--- config.mk ---
export PLATFORM = sky130hd
export DESIGN_NAME = wpk_uart_rx
export DESIGN_NICKNAME = d
export VERILOG_FILES = /design/src/rtl/wpk_pkg.sv /design/src/rtl/wpk_deser.sv /design/src/rtl/wpk_pack.sv /design/src/rtl/wpk_fifo.sv /design/src/rtl/wpk_uart_rx.sv
export SDC_FILE = /design/constraint.sdc
export NUM_CORES = 1
export LEC_CHECK = 0
export BUFFER_PORTS_ARGS = -buffer_cell sky130_fd_sc_hd__buf_4
export CORE_UTILIZATION = 35
export CTS_CLUSTER_SIZE = 24
export DETAILED_ROUTE_END_ITERATION = 8
export PLACE_DENSITY = 0.55
export SLEW_MARGIN = 25
export SYNTH_ARGS = -nofsm -noshare
export SYNTH_HDL_FRONTEND = slang
export SYNTH_SLANG_ARGS = --single-unit
--- constraint.sdc ---
create_clock -name clk -period 2.8 [get_ports clk]
set_input_delay 0.56 -clock clk [delete_from_list [all_inputs] [get_ports clk]]
set_output_delay 0.56 -clock clk [all_outputs]
set_load 0.02 [all_outputs]
--- src/rtl/wpk_pkg.sv ---
package wpk_pkg;

   typedef enum logic [2:0] {
      CMD_NONE       = 3'd0,
      CMD_RX_RESET   = 3'd1,
      CMD_RX_ENABLE  = 3'd2,
      CMD_STALE_CLR  = 3'd3,
      CMD_STALE_ARM  = 3'd4,
      CMD_ERR_CLR    = 3'd5,
      CMD_RX_DISABLE = 3'd6
   } wpk_cmd_e;

   typedef enum logic [2:0] {
      DS_IDLE,
      DS_START,
      DS_DATA,
      DS_STOP,
      DS_HOLD
   } wpk_ds_e;

endpackage

--- src/rtl/wpk_deser.sv ---
module wpk_deser #(
   parameter int OSR   = 16,
   parameter int DBITS = 8
) (
   input  logic             clk,
   input  logic             rst_n,
   input  logic             en,
   input  logic             tick,
   input  logic             rxd,
   output logic             start_o,
   output logic             busy_o,
   output logic             chr_vld_o,
   output logic             ferr_o,
   output logic [DBITS-1:0] chr_o
);
   import wpk_pkg::*;

   localparam int CW = $clog2(OSR);
   localparam int BW = $clog2(DBITS);
   localparam logic [CW-1:0] MID   = CW'(OSR / 2 - 1);
   localparam logic [CW-1:0] LAST  = CW'(OSR - 1);
   localparam logic [BW-1:0] BLAST = BW'(DBITS - 1);

   generate
      if (OSR < 4) begin : g_bad_osr
         $error("wpk_deser: OSR must be at least 4");
      end
      if (DBITS < 5 || DBITS > 9) begin : g_bad_dbits
         $error("wpk_deser: DBITS must be 5 to 9");
      end
   endgenerate

   logic [1:0]       sync_q;
   logic             rxs;
   wpk_ds_e          state_q;
   logic [CW-1:0]    cnt_q;
   logic [BW-1:0]    bidx_q;
   logic [DBITS-1:0] shreg_q;
   logic             at_last;

   always_ff @(posedge clk or negedge rst_n) begin
      if (!rst_n) sync_q <= 2'b11;
      else        sync_q <= {sync_q[0], rxd};
   end

   assign rxs     = sync_q[1];
   assign at_last = tick && (cnt_q == LAST);

   always_ff @(posedge clk or negedge rst_n) begin
      if (!rst_n) begin
         state_q <= DS_IDLE;
         cnt_q   <= '0;
         bidx_q  <= '0;
         shreg_q <= '0;
      end else if (!en) begin
         state_q <= DS_IDLE;
         cnt_q   <= '0;
         bidx_q  <= '0;
      end else if (tick) begin
         case (state_q)
            DS_IDLE: begin
               if (!rxs) begin
                  state_q <= DS_START;
                  cnt_q   <= '0;
               end
            end
            DS_START: begin
               if (cnt_q == MID) begin
                  cnt_q   <= '0;
                  bidx_q  <= '0;
                  state_q <= rxs ? DS_IDLE : DS_DATA;
               end else begin
                  cnt_q <= cnt_q + 1'b1;
               end
            end
            DS_DATA: begin
               if (cnt_q == LAST) begin
                  cnt_q   <= '0;
                  shreg_q <= {rxs, shreg_q[DBITS-1:1]};
                  if (bidx_q == BLAST) state_q <= DS_STOP;
                  else                 bidx_q  <= bidx_q + 1'b1;
               end else begin
                  cnt_q <= cnt_q + 1'b1;
               end
            end
            DS_STOP: begin
               if (cnt_q == LAST) begin
                  cnt_q   <= '0;
                  state_q <= rxs ? DS_IDLE : DS_HOLD;
               end else begin
                  cnt_q <= cnt_q + 1'b1;
               end
            end
            DS_HOLD: begin
               if (rxs) state_q <= DS_IDLE;
            end
            default: state_q <= DS_IDLE;
         endcase
      end
   end

   assign start_o   = en && tick && (state_q == DS_IDLE) && !rxs;
   assign chr_vld_o = en && (state_q == DS_STOP) && at_last && rxs;
   assign ferr_o    = en && (state_q == DS_STOP) && at_last && !rxs;
   assign busy_o    = (state_q != DS_IDLE);
   assign chr_o     = shreg_q;

endmodule

--- src/rtl/wpk_pack.sv ---
module wpk_pack #(
   parameter int OSR     = 16,
   parameter int DBITS   = 8,
   parameter int LANES   = 4,
   parameter int STALE_W = 8,
   parameter int CNT_W   = 16
) (
   input  logic                   clk,
   input  logic                   rst_n,
   input  logic                   clr,
   input  logic                   tick,
   input  logic                   start_i,
   input  logic                   busy_i,
   input  logic                   chr_vld_i,
   input  logic [DBITS-1:0]       chr_i,
   input  logic                   stale_en_i,
   input  logic [STALE_W-1:0]     stale_lim_i,
   input  logic                   fifo_full_i,
   output logic                   push_o,
   output logic [LANES*DBITS-1:0] push_data_o,
   output logic                   ovr_o,
   output logic                   stale_o,
   output logic [CNT_W-1:0]       snap_o
);
   localparam int WW         = LANES * DBITS;
   localparam int LW         = $clog2(LANES);
   localparam int CHAR_TICKS = OSR * (DBITS + 2);
   localparam int TW         = $clog2(CHAR_TICKS);
   localparam logic [LW-1:0] LANE_LAST = LW'(LANES - 1);
   localparam logic [TW-1:0] TICK_LAST = TW'(CHAR_TICKS - 1);

   generate
      if (LANES < 2 || (LANES & (LANES - 1)) != 0) begin : g_bad_lanes
         $error("wpk_pack: LANES must be a power of two, at least 2");
      end
      if (CNT_W < 2) begin : g_bad_cnt
         $error("wpk_pack: CNT_W too small");
      end
   endgenerate

   logic [WW-1:0]      word_q, nxt_word;
   logic [LW-1:0]      lane_q;
   logic [CNT_W-1:0]   burst_q, snap_q;
   logic [TW-1:0]      tcnt_q;
   logic [STALE_W-1:0] ccnt_q, lim_eff;
   logic               accept, full_word, expired, fire, timer_run;

   assign accept    = chr_vld_i && !fifo_full_i && !clr;
   assign ovr_o     = chr_vld_i && fifo_full_i;
   assign full_word = accept && (lane_q == LANE_LAST);
   assign lim_eff   = (stale_lim_i == '0) ? STALE_W'(1) : stale_lim_i;
   assign expired   = (ccnt_q >= lim_eff);
   assign fire      = stale_en_i && (burst_q != '0) && expired && !busy_i &&
                      !start_i && !clr && (!fifo_full_i || lane_q == '0);
   assign timer_run = tick && stale_en_i && (burst_q != '0) && !busy_i && !expired;

   for (genvar g = 0; g < LANES; g++) begin : g_lane
      assign nxt_word[g*DBITS +: DBITS] = (accept && lane_q == LW'(g)) ?
                                          chr_i : word_q[g*DBITS +: DBITS];
   end

   assign push_o      = full_word || (fire && lane_q != '0);
   assign push_data_o = nxt_word;
   assign stale_o     = fire;
   assign snap_o      = snap_q;

   always_ff @(posedge clk or negedge rst_n) begin
      if (!rst_n) begin
         word_q  <= '0;
         lane_q  <= '0;
         burst_q <= '0;
         snap_q  <= '0;
         tcnt_q  <= '0;
         ccnt_q  <= '0;
      end else if (clr) begin
         word_q  <= '0;
         lane_q  <= '0;
         burst_q <= '0;
         snap_q  <= '0;
         tcnt_q  <= '0;
         ccnt_q  <= '0;
      end else begin
         if (accept) begin
            word_q <= full_word ? '0 : nxt_word;
            lane_q <= lane_q + 1'b1;
            if (burst_q != '1) burst_q <= burst_q + 1'b1;
         end
         if (fire) begin
            word_q  <= '0;
            lane_q  <= '0;
            burst_q <= '0;
            snap_q  <= burst_q;
         end
         if (start_i || fire) begin
            tcnt_q <= '0;
            ccnt_q <= '0;
         end else if (timer_run) begin
            if (tcnt_q == TICK_LAST) begin
               tcnt_q <= '0;
               ccnt_q <= ccnt_q + 1'b1;
            end else begin
               tcnt_q <= tcnt_q + 1'b1;
            end
         end
      end
   end

endmodule

--- src/rtl/wpk_fifo.sv ---
module wpk_fifo #(
   parameter int WIDTH = 32,
   parameter int DEPTH = 4
) (
   input  logic                       clk,
   input  logic                       rst_n,
   input  logic                       clr,
   input  logic                       push,
   input  logic [WIDTH-1:0]           din,
   input  logic                       pop,
   output logic [WIDTH-1:0]           dout,
   output logic                       empty,
   output logic                       full,
   output logic [$clog2(DEPTH+1)-1:0] level
);
   localparam int AW = $clog2(DEPTH);
   localparam int LV = $clog2(DEPTH + 1);

   generate
      if (DEPTH < 2 || (DEPTH & (DEPTH - 1)) != 0) begin : g_bad_depth
         $error("wpk_fifo: DEPTH must be a power of two, at least 2");
      end
   endgenerate

   logic [WIDTH-1:0] mem_q [DEPTH];
   logic [AW-1:0]    wptr_q, rptr_q;
   logic [LV-1:0]    cnt_q;
   logic             do_push, do_pop;

   assign empty   = (cnt_q == '0);
   assign full    = (cnt_q == LV'(DEPTH));
   assign level   = cnt_q;
   assign dout    = mem_q[rptr_q];
   assign do_push = push && !full;
   assign do_pop  = pop && !empty;

   always_ff @(posedge clk) begin
      if (do_push && !clr) mem_q[wptr_q] <= din;
   end

   always_ff @(posedge clk or negedge rst_n) begin
      if (!rst_n) begin
         wptr_q <= '0;
         rptr_q <= '0;
         cnt_q  <= '0;
      end else if (clr) begin
         wptr_q <= '0;
         rptr_q <= '0;
         cnt_q  <= '0;
      end else begin
         if (do_push) wptr_q <= wptr_q + 1'b1;
         if (do_pop)  rptr_q <= rptr_q + 1'b1;
         case ({do_push, do_pop})
            2'b10:   cnt_q <= cnt_q + 1'b1;
            2'b01:   cnt_q <= cnt_q - 1'b1;
            default: cnt_q <= cnt_q;
         endcase
      end
   end

endmodule

--- src/rtl/wpk_uart_rx.sv ---
module wpk_uart_rx #(
   parameter int OSR     = 16,
   parameter int DBITS   = 8,
   parameter int LANES   = 4,
   parameter int DEPTH   = 4,
   parameter int STALE_W = 8,
   parameter int CNT_W   = 16,
   localparam int WW     = LANES * DBITS,
   localparam int LVL_W  = $clog2(DEPTH + 1)
) (
   input  logic               clk,
   input  logic               rst_n,
   input  logic               os_tick,
   input  logic               rxd,
   input  logic               cmd_valid,
   input  logic [2:0]         cmd_op,
   input  logic [STALE_W-1:0] stale_limit,
   input  logic               rd_en,
   output logic [WW-1:0]      rd_data,
   output logic               rx_empty,
   output logic [LVL_W-1:0]   rx_level,
   output logic               rx_on,
   output logic               stale_irq,
   output logic               stale_armed,
   output logic               ovr_err,
   output logic               frm_err,
   output logic [CNT_W-1:0]   snap_count
);
   import wpk_pkg::*;

   logic             c_reset, c_enable, c_disable, c_sclr, c_sarm, c_eclr;
   logic             rx_on_q, irq_q, arm_q, ovr_q, ferr_q;
   logic             ds_start, ds_busy, ds_vld, ds_ferr;
   logic [DBITS-1:0] ds_chr;
   logic             pk_push, pk_ovr, pk_stale;
   logic [WW-1:0]    pk_data;
   logic             ff_full;

   assign c_reset   = cmd_valid && (cmd_op == CMD_RX_RESET);
   assign c_enable  = cmd_valid && (cmd_op == CMD_RX_ENABLE);
   assign c_disable = cmd_valid && (cmd_op == CMD_RX_DISABLE);
   assign c_sclr    = cmd_valid && (cmd_op == CMD_STALE_CLR);
   assign c_sarm    = cmd_valid && (cmd_op == CMD_STALE_ARM);
   assign c_eclr    = cmd_valid && (cmd_op == CMD_ERR_CLR);

   wpk_deser #(.OSR(OSR), .DBITS(DBITS)) i_deser (
      .clk      (clk),
      .rst_n    (rst_n),
      .en       (rx_on_q),
      .tick     (os_tick),
      .rxd      (rxd),
      .start_o  (ds_start),
      .busy_o   (ds_busy),
      .chr_vld_o(ds_vld),
      .ferr_o   (ds_ferr),
      .chr_o    (ds_chr)
   );

   wpk_pack #(
      .OSR(OSR), .DBITS(DBITS), .LANES(LANES), .STALE_W(STALE_W), .CNT_W(CNT_W)
   ) i_pack (
      .clk        (clk),
      .rst_n      (rst_n),
      .clr        (c_reset),
      .tick       (os_tick),
      .start_i    (ds_start),
      .busy_i     (ds_busy),
      .chr_vld_i  (ds_vld),
      .chr_i      (ds_chr),
      .stale_en_i (arm_q),
      .stale_lim_i(stale_limit),
      .fifo_full_i(ff_full),
      .push_o     (pk_push),
      .push_data_o(pk_data),
      .ovr_o      (pk_ovr),
      .stale_o    (pk_stale),
      .snap_o     (snap_count)
   );

   wpk_fifo #(.WIDTH(WW), .DEPTH(DEPTH)) i_fifo (
      .clk  (clk),
      .rst_n(rst_n),
      .clr  (c_reset),
      .push (pk_push),
      .din  (pk_data),
      .pop  (rd_en),
      .dout (rd_data),
      .empty(rx_empty),
      .full (ff_full),
      .level(rx_level)
   );

   always_ff @(posedge clk or negedge rst_n) begin
      if (!rst_n) begin
         rx_on_q <= 1'b0;
         irq_q   <= 1'b0;
         arm_q   <= 1'b0;
         ovr_q   <= 1'b0;
         ferr_q  <= 1'b0;
      end else begin
         if (c_reset || c_disable) rx_on_q <= 1'b0;
         else if (c_enable)        rx_on_q <= 1'b1;

         if (pk_stale)    irq_q <= 1'b1;
         else if (c_sclr) irq_q <= 1'b0;

         if (pk_stale)    arm_q <= 1'b0;
         else if (c_sarm) arm_q <= 1'b1;

         if (pk_ovr)      ovr_q <= 1'b1;
         else if (c_eclr) ovr_q <= 1'b0;

         if (ds_ferr)     ferr_q <= 1'b1;
         else if (c_eclr) ferr_q <= 1'b0;
      end
   end

   assign rx_on       = rx_on_q;
   assign stale_irq   = irq_q;
   assign stale_armed = arm_q;
   assign ovr_err     = ovr_q;
   assign frm_err     = ferr_q;

endmodule

==> flow_metrics.tcl <==
set metrics [dict create \
    grt_busiest_layer "met2" \
    finalSetupViolations 0 \
    preCtsSetupSlack_ps -264 \
    synthArstFlopShare_pct 47.1 \
    max_freq_ghz 0.372 \
    worstMarginPinSlew_ps 512 \
    muxShareOfSynthArea_pct 11.5 \
    skew_ps 10.2 \
    critPathSlowestCell "or4b_4" \
    netlist_instances 763 \
    drive_gt1_share_pct 30.7 \
    slew_viol_final 0 \
    drt_wl_total_um 22500 \
    syn_avg_cell_area_sq_um 13.9 \
    ys_warn_count 0 \
    endpoint_kind "flip-flop" \
    period_needed_ps 2690 \
    yosys.area_share.simple_pct 13.2 \
    synthToLayoutAreaGrowth_pct 23.0 \
    synth_fa_ha_area_share_pct 2.90 \
    synth_edf_count 128 \
    grt_overflow 0 \
    r2r-end "i_fifo.level[1]$_DFFE_PN0P_" \
    critPathLaunchType "flip-flop" \
    fin_crit_sh_pct 96.0 \
    drt-initial-drc-count 308 \
    io_pins 74 \
    worstHoldPathCells 1 \
    core_region_area_sq_um 29700 \
    gp_congestion 0.810 \
    start_util_pct 35.7 \
    synth_top_flop_cell "edfxtp_1" \
    layout_common_cells "149 x buf_4, 128 x edfxtp_1, 110 x dfrtp_1" \
    clock_sinks 242 \
    met1_usage_pct 20.7 \
    leakagePower_nw 5.14 \
    worst_ep_arrival_time_ps 3100 \
    ys_types 64 \
    cts_max_level 1 \
    path_delay_family "simple AND/OR/NAND/NOR gates" \
    wl_per_cell_um 17.0 \
    post-route-drc-count 0 \
    vias 6434 \
    rrSetupSlack_ps 110 \
    rsz0062_at_grt "true" \
    cp_cell_sequence "inv_1 -> ha_1 -> or4b_4 -> o41ai_4 -> nor3b_2 -> o21ai_2 -> nand2_2 -> nor2_2 -> fa_1 -> or3b_1 -> a21oi_2" \
    worst_slack_ps 112 \
    grt_pass1_wl_um 36800 \
    cp.required_ps 3210 \
    cap_violations 0 \
    slew_headroom_pct 65.6 \
    dr.pass1.iters 4 \
    synth_xor_area_share_pct 2.48 \
    die_h_um 176 \
    syn_area_sq_um 10600 \
    nets 956 \
    numCtsBuffers 26 \
    hold_viol_final 0 \
    path_class "flip-flop to flip-flop" \
    die_width_um 176 \
    root_buffer "clkbuf_16" \
    synth_compound_area_share_pct 4.34 \
    final_common_cell "buf_4" \
    r2r_cells 11 \
    powerDensity_nw_per_um2 617 \
    use_met2_pct 25.3 \
    grt_pass1_vias 6608 \
    dieArea_sq_um 31000 \
    cts_tree "built" \
    avgViaCountPerCell 4.87 \
    ir_drop_mv 0.511 \
    crit_buf_inv 1 \
    track_usage_pct 15.2 \
    ys_ff_latch 242 \
    utilization_pct 43.9 \
    clk_pin_slew_ps 60 \
    hold-path-endpoint "i_deser.sync_q[0]$_DFF_PN1_" \
    grt_util_met3_pct 2.37 \
    place_hpwl_um 14900 \
    status "finished, final reports clean" \
    synth_top_family_by_area "simple AND/OR/NAND/NOR gates" \
    num_rows 63 \
    min_from "rxd" \
    postRouteAntennaNets 0 \
    r2r-start "i_pack.burst_q[0]$_DFFE_PN0P_" \
    portBuffers 73 \
    timing.hold.ws_ps 135 \
    clk_latency_ps 530 \
    max_stage_delay_ps 500 \
    hold_class "input pin to flip-flop" \
    grt_max_degree 40 \
    synth-seq-area-share_pct 63.1 \
    cts_buffer_depth 3 \
    antenna_found_initial 0 \
    diodes 0 \
    synth_nets 804 \
    critPathMaxFanout 3 \
]
## worst max path at each step
stage                                  startpoint                            to  slack [ps]  cells past startpoint
floorplan                          stale_limit[2]   i_fifo.level[2]$_DFFE_PN0P_          -6                     14
global placement                   stale_limit[2]  i_pack.tcnt_q[7]$_DFFE_PN0P_        -220                     11
detailed placement                 stale_limit[2]  i_pack.tcnt_q[7]$_DFFE_PN0P_        -260                     11
CTS                 i_pack.burst_q[0]$_DFFE_PN0P_   i_fifo.level[2]$_DFFE_PN0P_          70                     13
global route         i_pack.lane_q[1]$_DFFE_PN0P_   i_fifo.level[2]$_DFFE_PN0P_         -70                     13
finish              i_pack.burst_q[0]$_DFFE_PN0P_   i_fifo.level[1]$_DFFE_PN0P_         110                     11
## state kept, by name (all words and copies together) (netlist names), 4 cells and up
name and cells:
i_fifo.mem_q 128, i_pack.word_q 32, i_pack.burst_q 16, i_pack.snap_o 16
i_deser.chr_o 8, i_pack.ccnt_q 8, i_pack.tcnt_q 8, i_deser.cnt_q 4
## cell type report
type / count / area [sq um]
fillers: 2704 / 16700
inverters: 19 / 71.3
multi-input cells: 469 / 3740
clock inverters: 10 / 58.8
well taps: 390 / 488
flip-flops and latches: 242 / 6700
clock buffers: 35 / 724
repair buffers: 157 / 1270
## metal layers
metal / up-vias / wire (um)
li1: 3099 / -
met1: 3197 / 10300
met4: 0 / 396
met2: 106 / 11100
met5: - / 0
met3: 32 / 776
## where the power goes
part	internal [mW]	switching, mW	total (mW)	leakage, nW
combinational	0.485	0.612	1.10	2.31
clock	1.80	1.35	3.15	0.384
sequential	3.78	0.0302	3.81	2.45
total	6.06	2.00	8.06	5.14
## metrics by stage
stage | setup TNS, ps | total power [mW] | cells | cell area [sq um]
6_report | 0 | 8.06 | 1322 | 13100
5_1_grt | -87.6 | 8.39 | 1322 | 13100
2_1_floorplan | -5.61 | 4.55 | 763 | 10600
4_1_cts | 0 | 8.17 | 1321 | 13000
3_3_place_gp | -26900 | 4.96 | 1275 | 12200
3_5_place_dp | -33210 | 4.97 | 1275 | 12200
## kinds of logic (layout without fill, tap and decap cells)
kind of cell | count (synthesis) | after routing
AO/OA/AOI/OAI | 68 | 68
XOR/XNOR | 30 | 30
adder cells (fa/ha/maj) | 24 | 24
buffers and inverters | 52 | 221
flip-flops | 242 | 242
multiplexers | 78 | 78
AND/OR/NAND/NOR | 269 | 269
## cells in the mapped netlist, types with 14 or more instances
| cell type | count | area (sq um) |
|---|---|---|
| nor2_1 | 58 | 218 |
| xor2_1 | 21 | 184 |
| inv_1 | 19 | 71.3 |
| o21ai_1 | 14 | 70.1 |
| and2_1 | 44 | 275 |
| ha_1 | 23 | 288 |
| clkbuf_1 | 17 | 63.8 |
| nand3_1 | 16 | 80.1 |
| nand2_1 | 72 | 270 |
| edfxtp_1 | 128 | 3840 |
| mux2_2 | 34 | 383 |
| dfrtp_1 | 112 | 2800 |
| nand4_1 | 16 | 100 |
| mux4_2 | 32 | 721 |
## repair_timing
| item | in CTS | in global routing |
|---|---|---|
| buffers inserted | 0 | 1 |
| resized for setup | 0 | 11 |
| setup endpoints to repair | 0 | 4 |
| hold buffers | 1 | 0 |
| endpoints found under the hold margin | 28 | 0 |
(Power assumes the default switching activity.)
